$ cat src/rtl/e1_ts_pkg.sv
package e1_ts_pkg;
  localparam int unsigned ADDR_W = 3;

  typedef enum logic [ADDR_W-1:0] {
    REG_CTRL  = 3'd0,
    REG_RXSEL = 3'd1,
    REG_TXSEL = 3'd2,
    REG_TXWR  = 3'd3,
    REG_RXRD  = 3'd4,
    REG_PTR   = 3'd5,
    REG_STAT  = 3'd6,
    REG_HPTR  = 3'd7
  } reg_addr_e;
endpackage

$ cat src/rtl/e1_ts_timing.sv
module e1_ts_timing #(
  parameter int unsigned SLOTS = 32,
  parameter int unsigned WIDTH = 8,
  localparam int unsigned SLOT_W = $clog2(SLOTS),
  localparam int unsigned BIT_W  = $clog2(WIDTH)
) (
  input  logic              clk,
  input  logic              rst_n,
  input  logic              fsync,
  output logic [BIT_W-1:0]  cur_bit,
  output logic [SLOT_W-1:0] cur_slot,
  output logic              frame_start
);
  localparam logic [BIT_W-1:0]  BIT_LAST  = BIT_W'(WIDTH - 1);
  localparam logic [SLOT_W-1:0] SLOT_LAST = SLOT_W'(SLOTS - 1);

  logic [BIT_W-1:0]  bit_q;
  logic [SLOT_W-1:0] slot_q;

  assign cur_bit     = fsync ? '0 : bit_q;
  assign cur_slot    = fsync ? '0 : slot_q;
  assign frame_start = (cur_bit == '0) && (cur_slot == '0);

  always_ff @(posedge clk) begin
    if (!rst_n) begin
      bit_q  <= '0;
      slot_q <= '0;
    end else if (cur_bit == BIT_LAST) begin
      bit_q  <= '0;
      slot_q <= (cur_slot == SLOT_LAST) ? '0 : cur_slot + 1'b1;
    end else begin
      bit_q  <= cur_bit + 1'b1;
      slot_q <= cur_slot;
    end
  end


  fsync_restart_chk: assert property (@(posedge clk) disable iff (!rst_n)
    fsync |=> (bit_q == BIT_W'(1) && slot_q == '0));
endmodule

$ cat src/rtl/e1_ts_rx_ring.sv
module e1_ts_rx_ring #(
  parameter int unsigned DEPTH = 16,
  parameter int unsigned WIDTH = 8,
  parameter int unsigned SLOTS = 32,
  localparam int unsigned PTR_W  = $clog2(DEPTH),
  localparam int unsigned LVL_W  = $clog2(DEPTH + 1),
  localparam int unsigned SLOT_W = $clog2(SLOTS),
  localparam int unsigned BIT_W  = $clog2(WIDTH)
) (
  input  logic              clk,
  input  logic              rst_n,
  input  logic [BIT_W-1:0]  cur_bit,
  input  logic [SLOT_W-1:0] cur_slot,
  input  logic              frame_start,
  input  logic [SLOT_W-1:0] sel_pend,
  input  logic              cap_en,
  input  logic              rx_bit,
  input  logic              pop,
  output logic [WIDTH-1:0]  pop_data,
  output logic [LVL_W-1:0]  level,
  output logic [PTR_W-1:0]  wp,
  output logic [PTR_W-1:0]  hrp,
  output logic              wrap_irq
);
  localparam logic [BIT_W-1:0] BIT_LAST = BIT_W'(WIDTH - 1);
  localparam logic [PTR_W-1:0] PTR_LAST = PTR_W'(DEPTH - 1);
  localparam logic [LVL_W-1:0] LVL_FULL = LVL_W'(DEPTH);

  logic [SLOT_W-1:0] act_q, eff_slot;
  logic [WIDTH-1:0]  sh_q, byte_now;
  logic [WIDTH-1:0]  mem [DEPTH];
  logic              in_slot, push, pop_ok, full, empty;

  assign eff_slot = frame_start ? sel_pend : act_q;
  assign in_slot  = (cur_slot == eff_slot);
  assign byte_now = {sh_q[WIDTH-2:0], rx_bit};
  assign push     = cap_en && in_slot && (cur_bit == BIT_LAST);
  assign full     = (level == LVL_FULL);
  assign empty    = (level == '0);
  assign pop_ok   = pop && !empty;
  assign pop_data = empty ? '0 : mem[hrp];

  always_ff @(posedge clk) begin
    if (!rst_n) act_q <= '0;
    else        act_q <= eff_slot;
  end

  always_ff @(posedge clk) begin
    if (!rst_n)       sh_q <= '0;
    else if (in_slot) sh_q <= byte_now;
  end

  always_ff @(posedge clk) begin
    if (push) mem[wp] <= byte_now;
  end

  always_ff @(posedge clk) begin
    if (!rst_n) begin
      wp       <= '0;
      wrap_irq <= 1'b0;
    end else begin
      wrap_irq <= push && (wp == PTR_LAST);
      if (push) wp <= (wp == PTR_LAST) ? '0 : wp + 1'b1;
    end
  end

  always_ff @(posedge clk) begin
    if (!rst_n) begin
      hrp   <= '0;
      level <= '0;
    end else begin
      if (pop_ok || (push && full))
        hrp <= (hrp == PTR_LAST) ? '0 : hrp + 1'b1;
      case ({push, pop_ok})
        2'b10:   if (!full) level <= level + 1'b1;
        2'b01:   level <= level - 1'b1;
        default: level <= level;
      endcase
    end
  end


  level_bound_chk: assert property (@(posedge clk) disable iff (!rst_n)
    level <= LVL_FULL);


  wrap_irq_chk: assert property (@(posedge clk) disable iff (!rst_n)
    wrap_irq |-> (wp == '0 && $past(wp) == PTR_LAST));


  empty_pop_chk: assert property (@(posedge clk) disable iff (!rst_n)
    (pop && empty && !push) |=> ($stable(hrp) && level == '0));
endmodule

$ cat src/rtl/e1_ts_tx_ring.sv
module e1_ts_tx_ring #(
  parameter int unsigned DEPTH = 16,
  parameter int unsigned WIDTH = 8,
  parameter int unsigned SLOTS = 32,
  localparam int unsigned PTR_W  = $clog2(DEPTH),
  localparam int unsigned SLOT_W = $clog2(SLOTS),
  localparam int unsigned BIT_W  = $clog2(WIDTH)
) (
  input  logic              clk,
  input  logic              rst_n,
  input  logic [BIT_W-1:0]  cur_bit,
  input  logic [SLOT_W-1:0] cur_slot,
  input  logic              frame_start,
  input  logic [SLOT_W-1:0] sel_pend,
  input  logic              ins_en,
  input  logic              tx_in_bit,
  input  logic              wr,
  input  logic [WIDTH-1:0]  wdata,
  output logic              tx_out_bit,
  output logic [PTR_W-1:0]  rp,
  output logic [PTR_W-1:0]  hwp
);
  localparam logic [BIT_W-1:0] BIT_LAST = BIT_W'(WIDTH - 1);
  localparam logic [PTR_W-1:0] PTR_LAST = PTR_W'(DEPTH - 1);

  logic [SLOT_W-1:0] act_q, eff_slot;
  logic [WIDTH-1:0]  mem [DEPTH];
  logic [BIT_W-1:0]  bit_idx;
  logic              ins;

  assign eff_slot   = frame_start ? sel_pend : act_q;
  assign ins        = ins_en && (cur_slot == eff_slot);
  assign bit_idx    = BIT_LAST - cur_bit;
  assign tx_out_bit = ins ? mem[rp][bit_idx] : tx_in_bit;

  always_ff @(posedge clk) begin
    if (!rst_n) act_q <= '0;
    else        act_q <= eff_slot;
  end

  always_ff @(posedge clk) begin
    if (!rst_n) begin
      for (int i = 0; i < DEPTH; i++) mem[i] <= '0;
      hwp <= '0;
    end else if (wr) begin
      mem[hwp] <= wdata;
      hwp      <= (hwp == PTR_LAST) ? '0 : hwp + 1'b1;
    end
  end

  always_ff @(posedge clk) begin
    if (!rst_n)
      rp <= '0;
    else if (ins && cur_bit == BIT_LAST)
      rp <= (rp == PTR_LAST) ? '0 : rp + 1'b1;
  end


  idle_rp_chk: assert property (@(posedge clk) disable iff (!rst_n)
    !ins_en |=> $stable(rp));


  rp_step_chk: assert property (@(posedge clk) disable iff (!rst_n)
    (rp != $past(rp)) |-> $past(ins_en && cur_bit == BIT_LAST));
endmodule

$ cat src/rtl/e1_ts_host.sv
module e1_ts_host
  import e1_ts_pkg::*;
#(
  parameter int unsigned DEPTH = 16,
  parameter int unsigned WIDTH = 8,
  parameter int unsigned SLOTS = 32,
  localparam int unsigned PTR_W  = $clog2(DEPTH),
  localparam int unsigned LVL_W  = $clog2(DEPTH + 1),
  localparam int unsigned SLOT_W = $clog2(SLOTS)
) (
  input  logic              clk,
  input  logic              rst_n,
  input  logic              ctl_stream_mode,
  input  logic              host_wr,
  input  logic              host_rd,
  input  logic [ADDR_W-1:0] host_addr,
  input  logic [WIDTH-1:0]  host_wdata,
  output logic [WIDTH-1:0]  host_rdata,
  input  logic [PTR_W-1:0]  rx_wp,
  input  logic [PTR_W-1:0]  rx_hrp,
  input  logic [PTR_W-1:0]  tx_rp,
  input  logic [PTR_W-1:0]  tx_hwp,
  input  logic [LVL_W-1:0]  rx_level,
  input  logic [WIDTH-1:0]  rx_pop_data,
  output logic              ins_en,
  output logic              cap_en,
  output logic [SLOT_W-1:0] rx_sel,
  output logic [SLOT_W-1:0] tx_sel,
  output logic              tx_wr,
  output logic              rx_pop
);
  localparam logic [LVL_W-1:0] LVL_FULL = LVL_W'(DEPTH);

  logic       acc_wr, acc_rd, rx_full, rx_empty;
  logic [WIDTH-1:0] rd_val;
  reg_addr_e  addr;

  assign addr     = reg_addr_e'(host_addr);
  assign acc_wr   = host_wr && !ctl_stream_mode;
  assign acc_rd   = host_rd && !ctl_stream_mode;
  assign tx_wr    = acc_wr && (addr == REG_TXWR);
  assign rx_pop   = acc_rd && (addr == REG_RXRD);
  assign rx_full  = (rx_level == LVL_FULL);
  assign rx_empty = (rx_level == '0);

  always_ff @(posedge clk) begin
    if (!rst_n) begin
      ins_en <= 1'b0;
      cap_en <= 1'b0;
      rx_sel <= '0;
      tx_sel <= '0;
    end else if (acc_wr) begin
      case (addr)
        REG_CTRL: begin
          ins_en <= host_wdata[0];
          cap_en <= host_wdata[1];
        end
        REG_RXSEL: rx_sel <= host_wdata[SLOT_W-1:0];
        REG_TXSEL: tx_sel <= host_wdata[SLOT_W-1:0];
        default: ;
      endcase
    end
  end

  always_comb begin
    case (addr)
      REG_CTRL:  rd_val = WIDTH'({cap_en, ins_en});
      REG_RXSEL: rd_val = WIDTH'(rx_sel);
      REG_TXSEL: rd_val = WIDTH'(tx_sel);
      REG_RXRD:  rd_val = rx_pop_data;
      REG_PTR:   rd_val = WIDTH'({rx_wp, tx_rp});
      REG_STAT:  rd_val = WIDTH'({rx_full, rx_empty, rx_level});
      REG_HPTR:  rd_val = WIDTH'({rx_hrp, tx_hwp});
      default:   rd_val = '0;
    endcase
  end

  always_ff @(posedge clk) begin
    if (!rst_n) host_rdata <= '0;
    else        host_rdata <= acc_rd ? rd_val : '0;
  end


  blocked_read_chk: assert property (@(posedge clk) disable iff (!rst_n)
    (ctl_stream_mode && host_rd) |=> (host_rdata == '0));


  blocked_write_chk: assert property (@(posedge clk) disable iff (!rst_n)
    (ctl_stream_mode && host_wr) |=> ($stable(ins_en) && $stable(cap_en) &&
                                       $stable(rx_sel) && $stable(tx_sel) &&
                                       $stable(tx_hwp)));


  idle_rdata_chk: assert property (@(posedge clk) disable iff (!rst_n)
    !host_rd |=> (host_rdata == '0));
endmodule

$ cat src/rtl/e1_ts_ring.sv
module e1_ts_ring
  import e1_ts_pkg::*;
#(
  parameter int unsigned DEPTH = 16,
  parameter int unsigned WIDTH = 8,
  parameter int unsigned SLOTS = 32,
  localparam int unsigned PTR_W  = $clog2(DEPTH),
  localparam int unsigned LVL_W  = $clog2(DEPTH + 1),
  localparam int unsigned SLOT_W = $clog2(SLOTS),
  localparam int unsigned BIT_W  = $clog2(WIDTH)
) (
  input  logic              clk,
  input  logic              rst_n,
  input  logic              fsync,
  input  logic              rx_bit,
  input  logic              tx_in_bit,
  output logic              tx_out_bit,
  output logic              rx_wrap_irq,
  input  logic              ctl_stream_mode,
  input  logic              host_wr,
  input  logic              host_rd,
  input  logic [ADDR_W-1:0] host_addr,
  input  logic [WIDTH-1:0]  host_wdata,
  output logic [WIDTH-1:0]  host_rdata
);
  logic [BIT_W-1:0]  cur_bit;
  logic [SLOT_W-1:0] cur_slot, rx_sel, tx_sel;
  logic              frame_start, ins_en, cap_en, tx_wr, rx_pop;
  logic [PTR_W-1:0]  rx_wp, rx_hrp, tx_rp, tx_hwp;
  logic [LVL_W-1:0]  rx_level;
  logic [WIDTH-1:0]  rx_pop_data;

  e1_ts_timing #(.SLOTS(SLOTS), .WIDTH(WIDTH)) u_timing (
    .clk(clk), .rst_n(rst_n), .fsync(fsync),
    .cur_bit(cur_bit), .cur_slot(cur_slot), .frame_start(frame_start)
  );

  e1_ts_rx_ring #(.DEPTH(DEPTH), .WIDTH(WIDTH), .SLOTS(SLOTS)) u_rx (
    .clk(clk), .rst_n(rst_n), .cur_bit(cur_bit), .cur_slot(cur_slot),
    .frame_start(frame_start), .sel_pend(rx_sel), .cap_en(cap_en),
    .rx_bit(rx_bit), .pop(rx_pop), .pop_data(rx_pop_data),
    .level(rx_level), .wp(rx_wp), .hrp(rx_hrp), .wrap_irq(rx_wrap_irq)
  );

  e1_ts_tx_ring #(.DEPTH(DEPTH), .WIDTH(WIDTH), .SLOTS(SLOTS)) u_tx (
    .clk(clk), .rst_n(rst_n), .cur_bit(cur_bit), .cur_slot(cur_slot),
    .frame_start(frame_start), .sel_pend(tx_sel), .ins_en(ins_en),
    .tx_in_bit(tx_in_bit), .wr(tx_wr), .wdata(host_wdata),
    .tx_out_bit(tx_out_bit), .rp(tx_rp), .hwp(tx_hwp)
  );

  e1_ts_host #(.DEPTH(DEPTH), .WIDTH(WIDTH), .SLOTS(SLOTS)) u_host (
    .clk(clk), .rst_n(rst_n), .ctl_stream_mode(ctl_stream_mode),
    .host_wr(host_wr), .host_rd(host_rd), .host_addr(host_addr),
    .host_wdata(host_wdata), .host_rdata(host_rdata),
    .rx_wp(rx_wp), .rx_hrp(rx_hrp), .tx_rp(tx_rp), .tx_hwp(tx_hwp),
    .rx_level(rx_level), .rx_pop_data(rx_pop_data),
    .ins_en(ins_en), .cap_en(cap_en), .rx_sel(rx_sel), .tx_sel(tx_sel),
    .tx_wr(tx_wr), .rx_pop(rx_pop)
  );


  slot_hold_chk: assert property (@(posedge clk) disable iff (!rst_n)
    (!frame_start && $changed(tx_sel) && ins_en && cur_slot == tx_sel &&
     $past(cur_slot) != tx_sel) |-> (tx_out_bit == tx_in_bit));
endmodule

$ cat config.mk
export PLATFORM = sky130hd
export DESIGN_NAME = e1_ts_ring
export DESIGN_NICKNAME = d
export VERILOG_FILES = /design/src/rtl/e1_ts_pkg.sv /design/src/rtl/e1_ts_timing.sv /design/src/rtl/e1_ts_rx_ring.sv /design/src/rtl/e1_ts_tx_ring.sv /design/src/rtl/e1_ts_host.sv /design/src/rtl/e1_ts_ring.sv
export SDC_FILE = /design/constraint.sdc
export NUM_CORES = 1
export LEC_CHECK = 0
export BUFFER_PORTS_ARGS = -buffer_cell sky130_fd_sc_hd__buf_2
export CAP_MARGIN = 20
export CORE_ASPECT_RATIO = 0.5
export CORE_MARGIN = 2
export CORE_UTILIZATION = 57
export DETAILED_ROUTE_END_ITERATION = 12
export PLACE_DENSITY = 0.81
export SLEW_MARGIN = 20
export SYNTH_ARGS = -nofsm -noshare
export SYNTH_HDL_FRONTEND = slang
export SYNTH_SLANG_ARGS = --single-unit
$ cat constraint.sdc
create_clock -name clk -period 3.7 [get_ports clk]
set_input_delay 0.185 -clock clk [delete_from_list [all_inputs] [get_ports clk]]
set_output_delay 0.185 -clock clk [all_outputs]
set_load 0.005 [all_outputs]
-- Word level (Yosys, flattened, before mapping)
Memory sizes are Yosys's and may differ from the RTL's. A register that Yosys moved wholly into a read port is not among the register bits.
Index checks and enable logic that the tools add are counted.
- equal/unequal tests: 19
- bitwise operators: 1
- order comparisons: 1
- mux-type cells: 30
- reduce and logical (&&, ||, !) cells: 27
- add/sub/neg operators: 9
- operator list (operator ; count):
    8-bit one-hot mux with 7 select lines ; 1
    4-bit 2-to-1 mux ; 9
    5-bit 2-to-1 mux ; 6
    4-bit by 1-bit adder with 4-bit output (second input constant) ; 4
    4-bit equality test (second input constant) ; 4
    8-bit 2-to-1 mux ; 2
    3-bit equality test (second input constant) ; 5
    1-bit logical AND ; 12
    5-bit by 1-bit adder with 5-bit output (second input constant) ; 2
    5-bit equality test ; 2
    5-bit equality test (second input constant) ; 2
    5-bit zero test ; 2
    5-bit one-hot mux with 2 select lines ; 1
    2-bit AND reduction ; 5
    1-bit 2-to-1 mux ; 9
    8-bit OR reduction ; 1
    3-bit by 2-bit equality test with 1-bit output (second input constant) ; 2
    3-bit zero test ; 2
    5-bit by 1-bit subtractor with 5-bit output (second input constant) ; 1
    3-bit by 4-bit < comparator with 1-bit output (second input constant) ; 1
    3-bit by 1-bit adder with 3-bit output (second input constant) ; 1
    1-bit binary-select mux with 3-bit select ; 1
    3-bit by 1-bit equality test with 1-bit output (second input constant) ; 1
    3-bit 2-to-1 mux ; 1
    other kinds (9) ; 10
- register bits: 67
- bits of input ports: 19
- RAM bits: 256
- output and inout port bits: 10
- word-level logic and storage cells: 105
- memories: 2
- memory list (name ; words ; width ; read ports ; clocked after memory_dff ; wr ports ; RTL line ; RTL):
    u_rx.mem ; 16 ; 8 ; 1 ; 1 ; 1 ; e1_ts_rx_ring.sv:31 ; logic [WIDTH-1:0] mem [DEPTH];
    u_tx.mem ; 16 ; 8 ; 1 ; 1 ; 16 ; e1_ts_tx_ring.sv:27 ; logic [WIDTH-1:0] mem [DEPTH];

-- Logic depth before layout (Yosys ltp)
Gate-level depths: netlist of run 1.
- word-level depth: 11
- mapped depth: 19
- gate-level depth less buffers: 16

-- Modules after synthesis
From an unflattened synthesis of run 1, not the netlist that was laid out.
- cells, all modules: 1072
- area total of the unflattened synthesis: 15177.1 µm²
- by module, submodules not included (module ; cells each ; area each (µm²) ; instances ; sequential area each (µm²)):
    e1_ts_tx_ring ; 535 ; 7033.0 ; 1 ; 4184.0
    e1_ts_rx_ring ; 371 ; 6556.3 ; 1 ; 4444.3
    e1_ts_host ; 117 ; 1148.6 ; 1 ; 400.4
    e1_ts_timing ; 49 ; 439.2 ; 1 ; 160.2

-- Worst setup path before layout of run 1
No wires, ideal clock.
- kind: input to register
- start: input fsync
- end: register u_rx.level[4]
- cell stages on the path: 19
- required time: 3579 ps
- arrival: 3566 ps
- buffers on the path: 3
- library setup time: 121 ps
- setup slack: 13 ps
- path through: buf_2 -> nand2b_1 -> clkbuf_1 -> ha_1 -> and2_1 -> clkbuf_1 -> o221ai_1 -> a21oi_1 -> o311ai_2 -> nor3_2 -> nand2b_1 -> inv_1 -> ha_1 -> nor2b_1 -> o21ai_0 -> nand2_1 -> a211oi_1 -> a21oi_1 -> mux2i_1
- cells in the longest elaborated chain, start to end: 10
- elaborated cells between the ends (all ways): 16
- those cells by class: eq/ne: 5; mux: 4; reduce/logical: 7
- RTL lines (element ; RTL line ; RTL):
    start: declaration ; e1_ts_ring.sv:14 ; input logic fsync,
    5-bit 2-to-1 mux / 3-bit 2-to-1 mux (equally long branches) ; e1_ts_timing.sv:21, e1_ts_timing.sv:20 ;
    5-bit zero test / 3-bit zero test (equally long branches) ; e1_ts_timing.sv:22 ; assign frame_start = (cur_bit == '0) && (cur_slot == '0);
    1-bit logical AND ; e1_ts_timing.sv:22 ;
    5-bit 2-to-1 mux ; e1_ts_rx_ring.sv:34 ; assign eff_slot = frame_start ? sel_pend : act_q;
    5-bit equality test ; e1_ts_rx_ring.sv:35 ; assign in_slot = (cur_slot == eff_slot);
    1-bit logical AND ; e1_ts_rx_ring.sv:37 ; assign push = cap_en && in_slot && (cur_bit == BIT_LAST);
    1-bit logical AND (*) ; e1_ts_rx_ring.sv:37 ;
    2-bit equality test / 2-bit by 1-bit equality test with 1-bit output (equally long branches) ; e1_ts_rx_ring.sv:74 ; case ({push, pop_ok})
    2-bit inequality test (no line) / 2-bit nonzero test (equally long branches) ; - ;
    2-bit AND reduction (no line) ; - ;
    end signal: assignment ; e1_ts_rx_ring.sv:75 ; 2'b10: if (!full) level <= level + 1'b1;
    end signal: assignment ; e1_ts_rx_ring.sv:76 ; 2'b01: level <= level - 1'b1;
    end signal: assignment ; e1_ts_rx_ring.sv:77 ; default: level <= level;
    end: declaration ; e1_ts_rx_ring.sv:20 ; output logic [LVL_W-1:0] level,
Every way passes the cells marked *; elsewhere a longest branch is shown, timed or not.
A chain may end at the register's enable or synchronous reset.

-- Worst setup path in the final report of run 1
- start: register u_timing.slot_q[1]
- end: register u_rx.level[4]
- cells in the longest elaborated chain, start to end: 10
- elaborated cells between the ends (all ways): 13
- those cells by class: eq/ne: 4; mux: 3; reduce/logical: 6
- RTL lines (element ; RTL line ; RTL):
    start: declaration ; e1_ts_timing.sv:18 ; logic [SLOT_W-1:0] slot_q;
    start signal: assignment ; e1_ts_timing.sv:30 ; slot_q <= (cur_slot == SLOT_LAST) ? '0 : cur_slot + 1'b1;
    start signal: assignment ; e1_ts_timing.sv:33 ; slot_q <= cur_slot;
    5-bit 2-to-1 mux (*) ; e1_ts_timing.sv:21 ; assign cur_slot = fsync ? '0 : slot_q;
    5-bit zero test ; e1_ts_timing.sv:22 ;
    1-bit logical AND ; e1_ts_timing.sv:22 ;
    5-bit 2-to-1 mux ; e1_ts_rx_ring.sv:34 ;
    5-bit equality test (*) ; e1_ts_rx_ring.sv:35 ;
    1-bit logical AND (*) (2 in series) ; e1_ts_rx_ring.sv:37 ;
    2-bit equality test / 2-bit by 1-bit equality test with 1-bit output (equally long branches) ; e1_ts_rx_ring.sv:74 ;
    2-bit inequality test (no line) / 2-bit nonzero test (equally long branches) ; - ;
    2-bit AND reduction (no line) ; - ;
Marked as above.

==> impl_metrics.env, run 1 <==
export IMPL_grt_pass1_vias=8945
export IMPL_wl_mm=32.7
export IMPL_antenna_found_initial=0
export IMPL_fmax_mhz=291
export IMPL_synth_edf_count=256
export IMPL_relSlewSlack=0.280
export IMPL_grt_ovfl_total=0
export IMPL_finalSetupViolations=0
export IMPL_core_sq_mm=0.0253
export IMPL_hold_path_class="in -> reg"
export IMPL_synth_fa_ha_area_frac=0.0174
export IMPL_hold_viol=0
export IMPL_synth_area_mux_share=0.135
export IMPL_die_w_um=232
export IMPL_yosysUniqueCellTypes=70
export IMPL_path_delay_family="simple AND/OR/NAND/NOR gates"
export IMPL_path_buf_inv=1
export IMPL_diodes=0
export IMPL_hold_end="u_host.host_rdata[7]$_SDFF_PN0_"
export IMPL_cp_data_arrival_time_ns=3.89
export IMPL_dp_hpwl_mm=21.7
export IMPL_async_flop_share=0
export IMPL_cellPowerDensity_mw_per_mm2=444
export IMPL_endpoint_kind="flip-flop"
export IMPL_fin_crit_ns=3.44
export IMPL_clock_latency_ns=0.57
export IMPL_regArea_sq_mm=0.00919
export IMPL_worst_pin_slew_ns=1.08
export IMPL_gp_congestion=0.887
export IMPL_synth_xor_area_frac=0.00532
export IMPL_synth_compound_area_frac=0.0639
export IMPL_cts_tree="done"
export IMPL_synth_top_area_frac=0.519
export IMPL_cap_violations=0
export IMPL_holdPathStages=3
export IMPL_r2r_end="u_rx.level[4]$_SDFFE_PN0P_"
export IMPL_grt_usage=0.245
export IMPL_rows=41
export IMPL_synth_ff_type="edfxtp_1"
export IMPL_ys_seq_elements=331
export IMPL_status="finished, final reports clean"
export IMPL_final_nets=1163
export IMPL_clockRootBuffer="clkbuf_16"
export IMPL_avgRoutedWirePerCell_um=21.9
export IMPL_cts_sinks=331
export IMPL_skew_ns=0.0201
export IMPL_htree_levels=1
export IMPL_ys_seq_area_frac=0.620
export IMPL_synth_commonest_cells="256 x edfxtp_1, 132 x and2_1, 75 x dfxtp_1"
export IMPL_syn_area_sq_mm=0.0148
export IMPL_r2r_start="u_timing.slot_q[1]$_SDFF_PN0_"
export IMPL_p_leak_nw=5.76
export IMPL_synth_most_common_cell="edfxtp_1"
export IMPL_fin_crit_sh=0.929
export IMPL_dieArea_sq_mm=0.0274
export IMPL_drt_first_pass_iters=6
export IMPL_setup_slack_ns=0.264
export IMPL_area_growth_pct=10.9
export IMPL_grt_pass1_wl_mm=51.9
export IMPL_synth_warnings=0
export IMPL_worstSetupPathType="reg -> reg"
export IMPL_slowest_stage="dfxtp_1"
export IMPL_grt_max_degree=36
export IMPL_drive_gt1_frac=0.174
export IMPL_detail_route_antenna_nets=0
export IMPL_synth_area_leaders="edfxtp_1 52%, dfxtp_1 10%, mux4_2 9.9%"
export IMPL_post_place_ws_ns=0.371
export IMPL_ff2ff_path_depth=16
export IMPL_fin_setup_tns_ns=0
export IMPL_multi_input_area_sq_mm=0.00531
export IMPL_synthSimpleGateAreaFrac=0.137
export IMPL_place_area_sq_mm=0.0155
export IMPL_start_util=0.585
export IMPL_synth_top_family_by_area="simple AND/OR/NAND/NOR gates"
export IMPL_critical_path_max_fanout=6
export IMPL_cts_path_max_buffers=3
export IMPL_cp_start_kind="flip-flop"
export IMPL_r2r_setup_slack_ns=0.26
export IMPL_clkTransAtPathRegs_ns=0.07
export IMPL_first_iter_violations=855
export IMPL_fin_area_sq_mm=0.0164
export IMPL_min_from="host_addr[0]"
export IMPL_numPortBuffers=28
export IMPL_fillers=1823
export IMPL_p_total_mw=7.29
export IMPL_crit_required_ns=4.16
export IMPL_cts_buffers_inserted=29
export IMPL_drc=0
export IMPL_fp_dieH_um=118
export IMPL_slowest_delay_ns=0.47
export IMPL_rsz0062_at_grt="no"
export IMPL_via_per_inst=6.15
export IMPL_worstPathCellList="nand2b_1 > ha_1 > and2_1 > or3_1 > o221ai_2 > o311ai_2 > nor3_2 > nand2b_1 > inv_1 > ha_1 > nor2b_1 > o21ai_0 > nand2_1 > a211oi_1 > a21oi_1 > mux2i_1"
export IMPL_io_pins=29
export IMPL_drv_slew=0
export IMPL_synth_top_area_cell="edfxtp_1"
export IMPL_syn_nets=1116
export IMPL_final_core_util=0.648
export IMPL_ir_drop_v=0.000476
export IMPL_vias=9164
export IMPL_synth_avg_cell_area_sq_um=13.8
export IMPL_netlist_instances=1077
-- sequential cells by signal, summed over array words and instances, names as in the netlist, named ones only --
register           cells
u_rx.level             5
u_host.cap_en          1
u_rx.wp                4
u_rx.sh_q              7
u_host.host_rdata      8
u_rx.act_q             5
u_tx.hwp               4
u_tx.rp                4
u_timing.slot_q        5
u_rx.wrap_irq          1
u_timing.bit_q         3
u_rx.hrp               4
u_host.rx_sel          5
u_host.tx_sel          5
u_tx.act_q             5
u_host.ins_en          1
u_tx.mem             128
u_rx.mem             128
-- per-stage QoR --
stage,hold slack (ns),cells
4_1_cts,0.0285,1491
2_1_floorplan,0.284,1077
3_3_place_gp,0.478,1435
3_5_place_dp,0.478,1435
5_1_grt,0.0785,1491
6_report,0.0606,1491
-- layout make-up --
type	instances	share of cell area
Clock inverter	9	0.00457
Sequential cell	331	0.559
Timing Repair Buffer	72	0.0289
Clock buffer	45	0.0521
Inverter	24	0.00548
Multi-Input combinational cell	666	0.323
Tap cell	344	0.0262
-- report_power, final --
group	leakage, nW	internal, mW	switching (mW)
Clock	0.460	1.66	1.32
Sequential	3.05	4.04	0.0331
Combinational	2.25	0.0755	0.157
-- cell usage in the layout, fill, tap and decap left out, drive strengths merged, types with 3 or more instances in the layout --
master / synthesis / final
edfxtp: 256 / 256
and2: 132 / 132
dfxtp: 75 / 75
buf: 18 / 70
nor2: 66 / 66
mux4: 65 / 65
nand2: 58 / 58
a21oi: 54 / 54
mux2i: 46 / 46
clkbuf: 38 / 45
o21ai: 31 / 31
nand3: 28 / 28
nand2b: 25 / 25
inv: 22 / 23
ha: 19 / 19
nor2b: 15 / 15
and3: 13 / 13
nor3: 13 / 13
clkinv: 2 / 9
a22oi: 8 / 8
mux2: 7 / 7
a31oi: 6 / 6
nand4: 6 / 6
nor4: 6 / 6
a221oi: 5 / 5
xor2: 5 / 5
or3: 4 / 4
xnor2: 4 / 4
o2111ai: 3 / 3
a21o: 3 / 3
o22ai: 3 / 3
or4: 3 / 3
nor3b: 3 / 3
a2111oi: 3 / 3
o221ai: 3 / 3
-- layer usage --
metal	global-route usage	up-vias	share of wire
met5	0	-	0
met4	0.0557	0	0.021
met3	0.0354	54	0.060
met2	0.408	323	0.49
met1	0.345	4648	0.43
li1	-	4139	-
-- cells by family after synthesis --
| logic type | after synthesis |
|---|---|
| fa+ha+maj | 20 |
| xor+xnor | 9 |
| compound gates | 145 |
| buf+inv | 80 |
| flops | 331 |
| mux | 118 |
| simple gates | 374 |
-- worst max-delay path by stage --
stage                                       start                         end  slack [ns]  depth (start not counted)
finish              u_timing.slot_q[1]$_SDFF_PN0_  u_rx.level[4]$_SDFFE_PN0P_        0.26                         16
global route        u_timing.slot_q[1]$_SDFF_PN0_  u_rx.level[4]$_SDFFE_PN0P_       0.002                         16
CTS                                     flip-flop                  tx_out_bit        0.31                          8
detailed placement  u_timing.slot_q[1]$_SDFF_PN0_  u_rx.level[4]$_SDFFE_PN0P_        0.37                         16
global placement    u_timing.slot_q[1]$_SDFF_PN0_  u_rx.level[4]$_SDFFE_PN0P_        0.35                         16
floorplan                                   fsync  u_rx.level[4]$_SDFFE_PN0P_        0.01                         19
-- worst register-to-register path: cells and delay by family (launching register included) --
| kind | cells | cell delay, ns |
|---|---|---|
| DFF | 1 | 0.47 |
| and+or+nand+nor | 7 | 1.29 |
| muxes | 1 | 0.12 |
| buffers and inverters | 1 | 0.09 |
| adders and majority gates | 2 | 0.56 |
| AOI/OAI and AO/OA | 5 | 0.80 |
-- timing repair --
item / in CTS / in global routing
buffers inserted: 0 / 0
hold buffers: 2 / 0
gates resized for setup: 0 / 0
hold endpoints to repair: 17 / 0
Power figures use the tool's default switching activity.
==> run 2, diff against run 1 <==
CORE_UTILIZATION = 60   (was 57)
PLACE_DENSITY = 0.82   (was 0.81)
clock period = 4.3 ns   (was 3.7 ns; I/O delays follow)
==> impl_metrics.env, run 2 (synthesis results as in run 1) <==
export IMPL_status="finished, final reports clean"
export IMPL_cp_data_arrival_time_ns=4.10
export IMPL_cts_path_max_buffers=3
export IMPL_numPortBuffers=28
export IMPL_cellPowerDensity_mw_per_mm2=377
export IMPL_worstSetupPathType="reg -> reg"
export IMPL_htree_levels=1
export IMPL_io_pins=29
export IMPL_endpoint_kind="flip-flop"
export IMPL_skew_ns=0.0258
export IMPL_worst_pin_slew_ns=1.09
export IMPL_final_common_cell="edfxtp_1"
export IMPL_via_per_inst=6.26
export IMPL_rsz0062_at_grt="no"
export IMPL_die_w_um=226
export IMPL_cts_buffers_inserted=28
export IMPL_start_util=0.614
export IMPL_fin_crit_sh=0.850
export IMPL_cts_tree="done"
export IMPL_fmax_mhz=273
export IMPL_vias=9171
export IMPL_final_cell_mix="256 x edfxtp_1, 132 x and2_1, 73 x dfxtp_1"
export IMPL_post_place_ws_ns=0.433
export IMPL_grt_pass1_vias=9006
export IMPL_area_growth_pct=9.63
export IMPL_grt_max_degree=36
export IMPL_cp_start_kind="flip-flop"
export IMPL_critical_path_max_fanout=14
export IMPL_detail_route_antenna_nets=0
export IMPL_rows=40
export IMPL_drc=0
export IMPL_drive_gt1_frac=0.163
export IMPL_gp_congestion=0.938
export IMPL_p_leak_nw=5.65
export IMPL_avgRoutedWirePerCell_um=22.8
export IMPL_dieArea_sq_mm=0.0260
export IMPL_cts_hold_buf=0
export IMPL_first_iter_violations=1208
export IMPL_clkTransAtPathRegs_ns=0.07
export IMPL_final_core_util=0.673
export IMPL_regArea_sq_mm=0.00919
export IMPL_cts_resized=0
export IMPL_clock_latency_ns=0.56
export IMPL_hold_path_class="in -> reg"
export IMPL_drt_first_pass_iters=6
export IMPL_drv_slew=0
export IMPL_grt_ovfl_total=0
export IMPL_cap_violations=0
export IMPL_setup_slack_ns=0.643
export IMPL_finalSetupViolations=0
export IMPL_multi_input_area_sq_mm=0.00531
export IMPL_crit_required_ns=4.74
export IMPL_final_nets=1147
export IMPL_cts_setup_buffers=0
export IMPL_fin_setup_tns_ns=0
export IMPL_hold_viol=0
export IMPL_diodes=0
export IMPL_relSlewSlack=0.272
export IMPL_dp_hpwl_mm=22.4
export IMPL_fp_dieH_um=115
export IMPL_wl_mm=33.5
export IMPL_grt_usage=0.268
export IMPL_clockRootBuffer="clkbuf_16"
export IMPL_reg_top3="u_rx.mem (128), u_tx.mem (128), u_host.host_rdata (8)"
export IMPL_grt_pass1_wl_mm=52.4
export IMPL_antenna_found_initial=0
export IMPL_ir_drop_v=0.000394
export IMPL_core_sq_mm=0.0241
export IMPL_fin_crit_ns=3.66
export IMPL_cts_sinks=331
export IMPL_fillers=1683
[run 2: cell count changes in the layout (fill, tap and decap cells not counted), sizes merged]
cell	before	now
clkinvlp	0	1
dlygate4sd3	2	0
buf	70	57
bufinv	1	0
clkinv	9	7
[run 2: through the flow]
stage | total power [mW] | cells | hold WS, ns | area, sq um
after detailed placement | 3.77 | 1414 | 0.491 | 15400
after global routing | 6.30 | 1466 | 0.101 | 16200
after global placement | 3.76 | 1414 | 0.492 | 15400
after CTS | 6.15 | 1466 | 0.0582 | 16200
after floorplan | 3.69 | 1077 | 0.314 | 14800
final | 6.13 | 1466 | 0.0843 | 16200
[run 2: worst paths after layout]
| kind | startpoint | endpoint | slack [ns] | depth (start not counted) |
|---|---|---|---|---|
| max | u_timing.slot_q[0]$_SDFF_PN0_ | u_rx.level[4]$_SDFFE_PN0P_ | 0.64 | 16 |
| min | host_addr[0] | u_host.host_rdata[7]$_SDFF_PN0_ | 0.08 | 3 |
| min reg2reg | u_tx.act_q[4]$_SDFF_PN0_ | u_tx.act_q[4]$_SDFF_PN0_ | 0.50 | 2 |
| max reg2reg | u_timing.slot_q[0]$_SDFF_PN0_ | u_rx.level[4]$_SDFFE_PN0P_ | 0.64 | 16 |
[run 2: routing by layer]
metal,share of wire,up-vias,track usage
li1,-,4119,-
met1,0.41,4598,0.373
met5,0,-,0
met3,0.073,60,0.0445
met4,0.028,0,0.0763
met2,0.49,394,0.447
[run 2: critical path: stages (launching register included)]
cell and delay [ns]:
dfxtp_1 0.38, nand2b_1 0.23, ha_1 0.21, and2_1 0.37, o21ai_2 0.28, o221ai_2 0.27
o311ai_2 0.21, nor3_2 0.17, nand2b_1 0.17, inv_1 0.09, ha_1 0.32, nor2b_1 0.14
o21ai_0 0.21, nand2_1 0.09, a211oi_1 0.21, a21oi_1 0.07, mux2i_1 0.12
[run 2: power by group]
part           internal, mW  switching, mW  total, mW
Clock                  1.32           1.11       2.42
Sequential             3.48         0.0320       3.51
Combinational        0.0611          0.130      0.191
Total                  4.86           1.27       6.13
[run 2: layout make-up]
type,instances,area share
clock buffers,45,0.0508
clock inverters,7,0.00262
inverters,24,0.00555
multi-input cells,666,0.327
flip-flops and latches,331,0.566
well taps,336,0.0259
repair buffers,57,0.0220
==> run 3, diff against run 2 <==
BUFFER_PORTS_ARGS = -buffer_cell sky130_fd_sc_hd__clkbuf_2   (was -buffer_cell sky130_fd_sc_hd__buf_2)
CTS_CLUSTER_SIZE = 14   (was default)
clock period = 3.9 ns   (was 4.3 ns; I/O delays follow)
==> impl_metrics.env, run 3 (synthesis results as in run 1) <==
export IMPL_rows=40
export IMPL_setup_slack_ns=0.308
export IMPL_diodes=0
export IMPL_drive_gt1_frac=0.168
export IMPL_dieArea_sq_mm=0.0260
export IMPL_fin_setup_tns_ns=0
export IMPL_grt_pass1_wl_mm=50.9
export IMPL_die_w_um=226
export IMPL_cp_data_arrival_time_ns=4.04
export IMPL_endpoint_kind="flip-flop"
export IMPL_clock_latency_ns=0.56
export IMPL_numPortBuffers=28
export IMPL_cts_buffers_inserted=29
export IMPL_cellPowerDensity_mw_per_mm2=419
export IMPL_final_core_util=0.677
export IMPL_gp_congestion=0.853
export IMPL_final_cells=1476
export IMPL_relSlewSlack=0.289
export IMPL_fillers=1706
export IMPL_clkTransAtPathRegs_ns=0.07
export IMPL_grt_pass1_vias=9147
export IMPL_vias=9160
export IMPL_core_sq_mm=0.0241
export IMPL_ir_drop_v=0.000358
export IMPL_io_pins=29
export IMPL_first_iter_violations=871
export IMPL_final_common_cell="edfxtp_1"
export IMPL_fp_dieH_um=115
export IMPL_cts_sinks=331
export IMPL_cts_setup_buffers=0
export IMPL_fin_crit_sh=0.921
export IMPL_drt_first_pass_iters=5
export IMPL_htree_levels=1
export IMPL_fin_crit_ns=3.59
export IMPL_cts_path_max_buffers=3
export IMPL_critical_path_max_fanout=10
export IMPL_finalSetupViolations=0
export IMPL_start_util=0.614
export IMPL_rsz0062_at_grt="no"
export IMPL_worst_pin_slew_ns=1.06
export IMPL_crit_required_ns=4.34
export IMPL_avgRoutedWirePerCell_um=21.9
export IMPL_grt_max_degree=28
export IMPL_worstSetupPathType="reg -> reg"
export IMPL_clockRootBuffer="clkbuf_16"
export IMPL_skew_ns=0.0149
export IMPL_drc=0
export IMPL_fmax_mhz=278
export IMPL_drv_slew=0
export IMPL_area_growth_pct=10.3
export IMPL_p_leak_nw=5.70
export IMPL_dp_cells=1422
export IMPL_cp_start_kind="flip-flop"
export IMPL_reg_top3="u_rx.mem (128), u_tx.mem (128), u_host.host_rdata (8)"
export IMPL_grt_usage=0.259
export IMPL_cap_violations=0
export IMPL_status="finished, final reports clean"
export IMPL_final_nets=1157
export IMPL_hold_path_class="in -> reg"
export IMPL_antenna_found_initial=0
export IMPL_cts_tree="done"
export IMPL_via_per_inst=6.21
export IMPL_wl_mm=32.4
export IMPL_post_place_ws_ns=0.318
export IMPL_detail_route_antenna_nets=0
export IMPL_final_cell_mix="256 x edfxtp_1, 132 x and2_1, 73 x dfxtp_1"
export IMPL_dp_hpwl_mm=22.0
export IMPL_hold_viol=0
export IMPL_grt_ovfl_total=0
## run 3: cell count changes in the layout (fill, tap and decap cells not counted), sizes merged
cell,previous run,this run
clkbuf,45,75
buf,57,37
bufinv,0,1
clkinv,7,6
clkinvlp,1,0
dlygate4sd3,0,1
## run 3: final timing paths
check                                                   start                          to  slack [ns]  cells after the start
worst max-delay path            u_timing.slot_q[1]$_SDFF_PN0_  u_rx.level[4]$_SDFFE_PN0P_        0.31                     16
worst min-delay path                                   rx_bit   u_rx.mem[13][0]$_DFFE_PP_        0.07                      1
worst min register to register       u_rx.act_q[4]$_SDFF_PN0_    u_rx.act_q[4]$_SDFF_PN0_        0.49                      2
worst max register to register  u_timing.slot_q[1]$_SDFF_PN0_  u_rx.level[4]$_SDFFE_PN0P_        0.31                     16
## run 3: per-stage QoR
stage                     instance area [sq um]  power [mW]  hold WS, ns
after global routing                      16300        7.05       0.0801
final                                     16300        6.85       0.0722
after floorplan                           14800        4.07        0.294
after detailed placement                  15400        4.16        0.476
after CTS                                 16300        6.88       0.0593
after global placement                    15400        4.15        0.478
## run 3: worst max-delay path: stages (launching register included)
cell      delay (ns)
dfxtp_1         0.46
nand2b_1        0.17
ha_1            0.24
and2_1          0.27
or3_1           0.41
o221ai_2        0.10
o311ai_2        0.21
nor3_2          0.17
nand2b_1        0.18
inv_1           0.09
ha_1            0.32
nor2b_1         0.15
o21ai_0         0.21
nand2_1         0.09
a211oi_1        0.21
a21oi_1         0.08
mux2i_1         0.13
## run 3: metal layers
layer	vias to the layer above	share of wire	track usage
met5	-	0	0
met4	0	0.026	0.0737
met3	73	0.063	0.0419
met2	346	0.50	0.451
met1	4605	0.41	0.343
li1	4136	-	-
## run 3: area by class of cell
type	instances	area, sq um	area share
Tap cell	336	420	0.0257
Sequential cell	331	9190	0.563
Multi-Input combinational cell	666	5320	0.325
Inverter	24	90.1	0.00551
Timing Repair Buffer	66	428	0.0262
Clock inverter	6	61.3	0.00375
Clock buffer	47	833	0.0510
## run 3: power breakdown
part	leakage [nW]	switching, mW	internal [mW]
Combinational	2.22	0.147	0.0716
Clock	0.435	1.23	1.52
Sequential	3.05	0.0342	3.84
Total	5.70	1.41	5.43
## run 3: timing repair
item	4_1_cts	5_1_grt
hold buffers	1	0
resized for setup	0	1
endpoints found under the hold margin	1	0
setup endpoints to repair	0	1
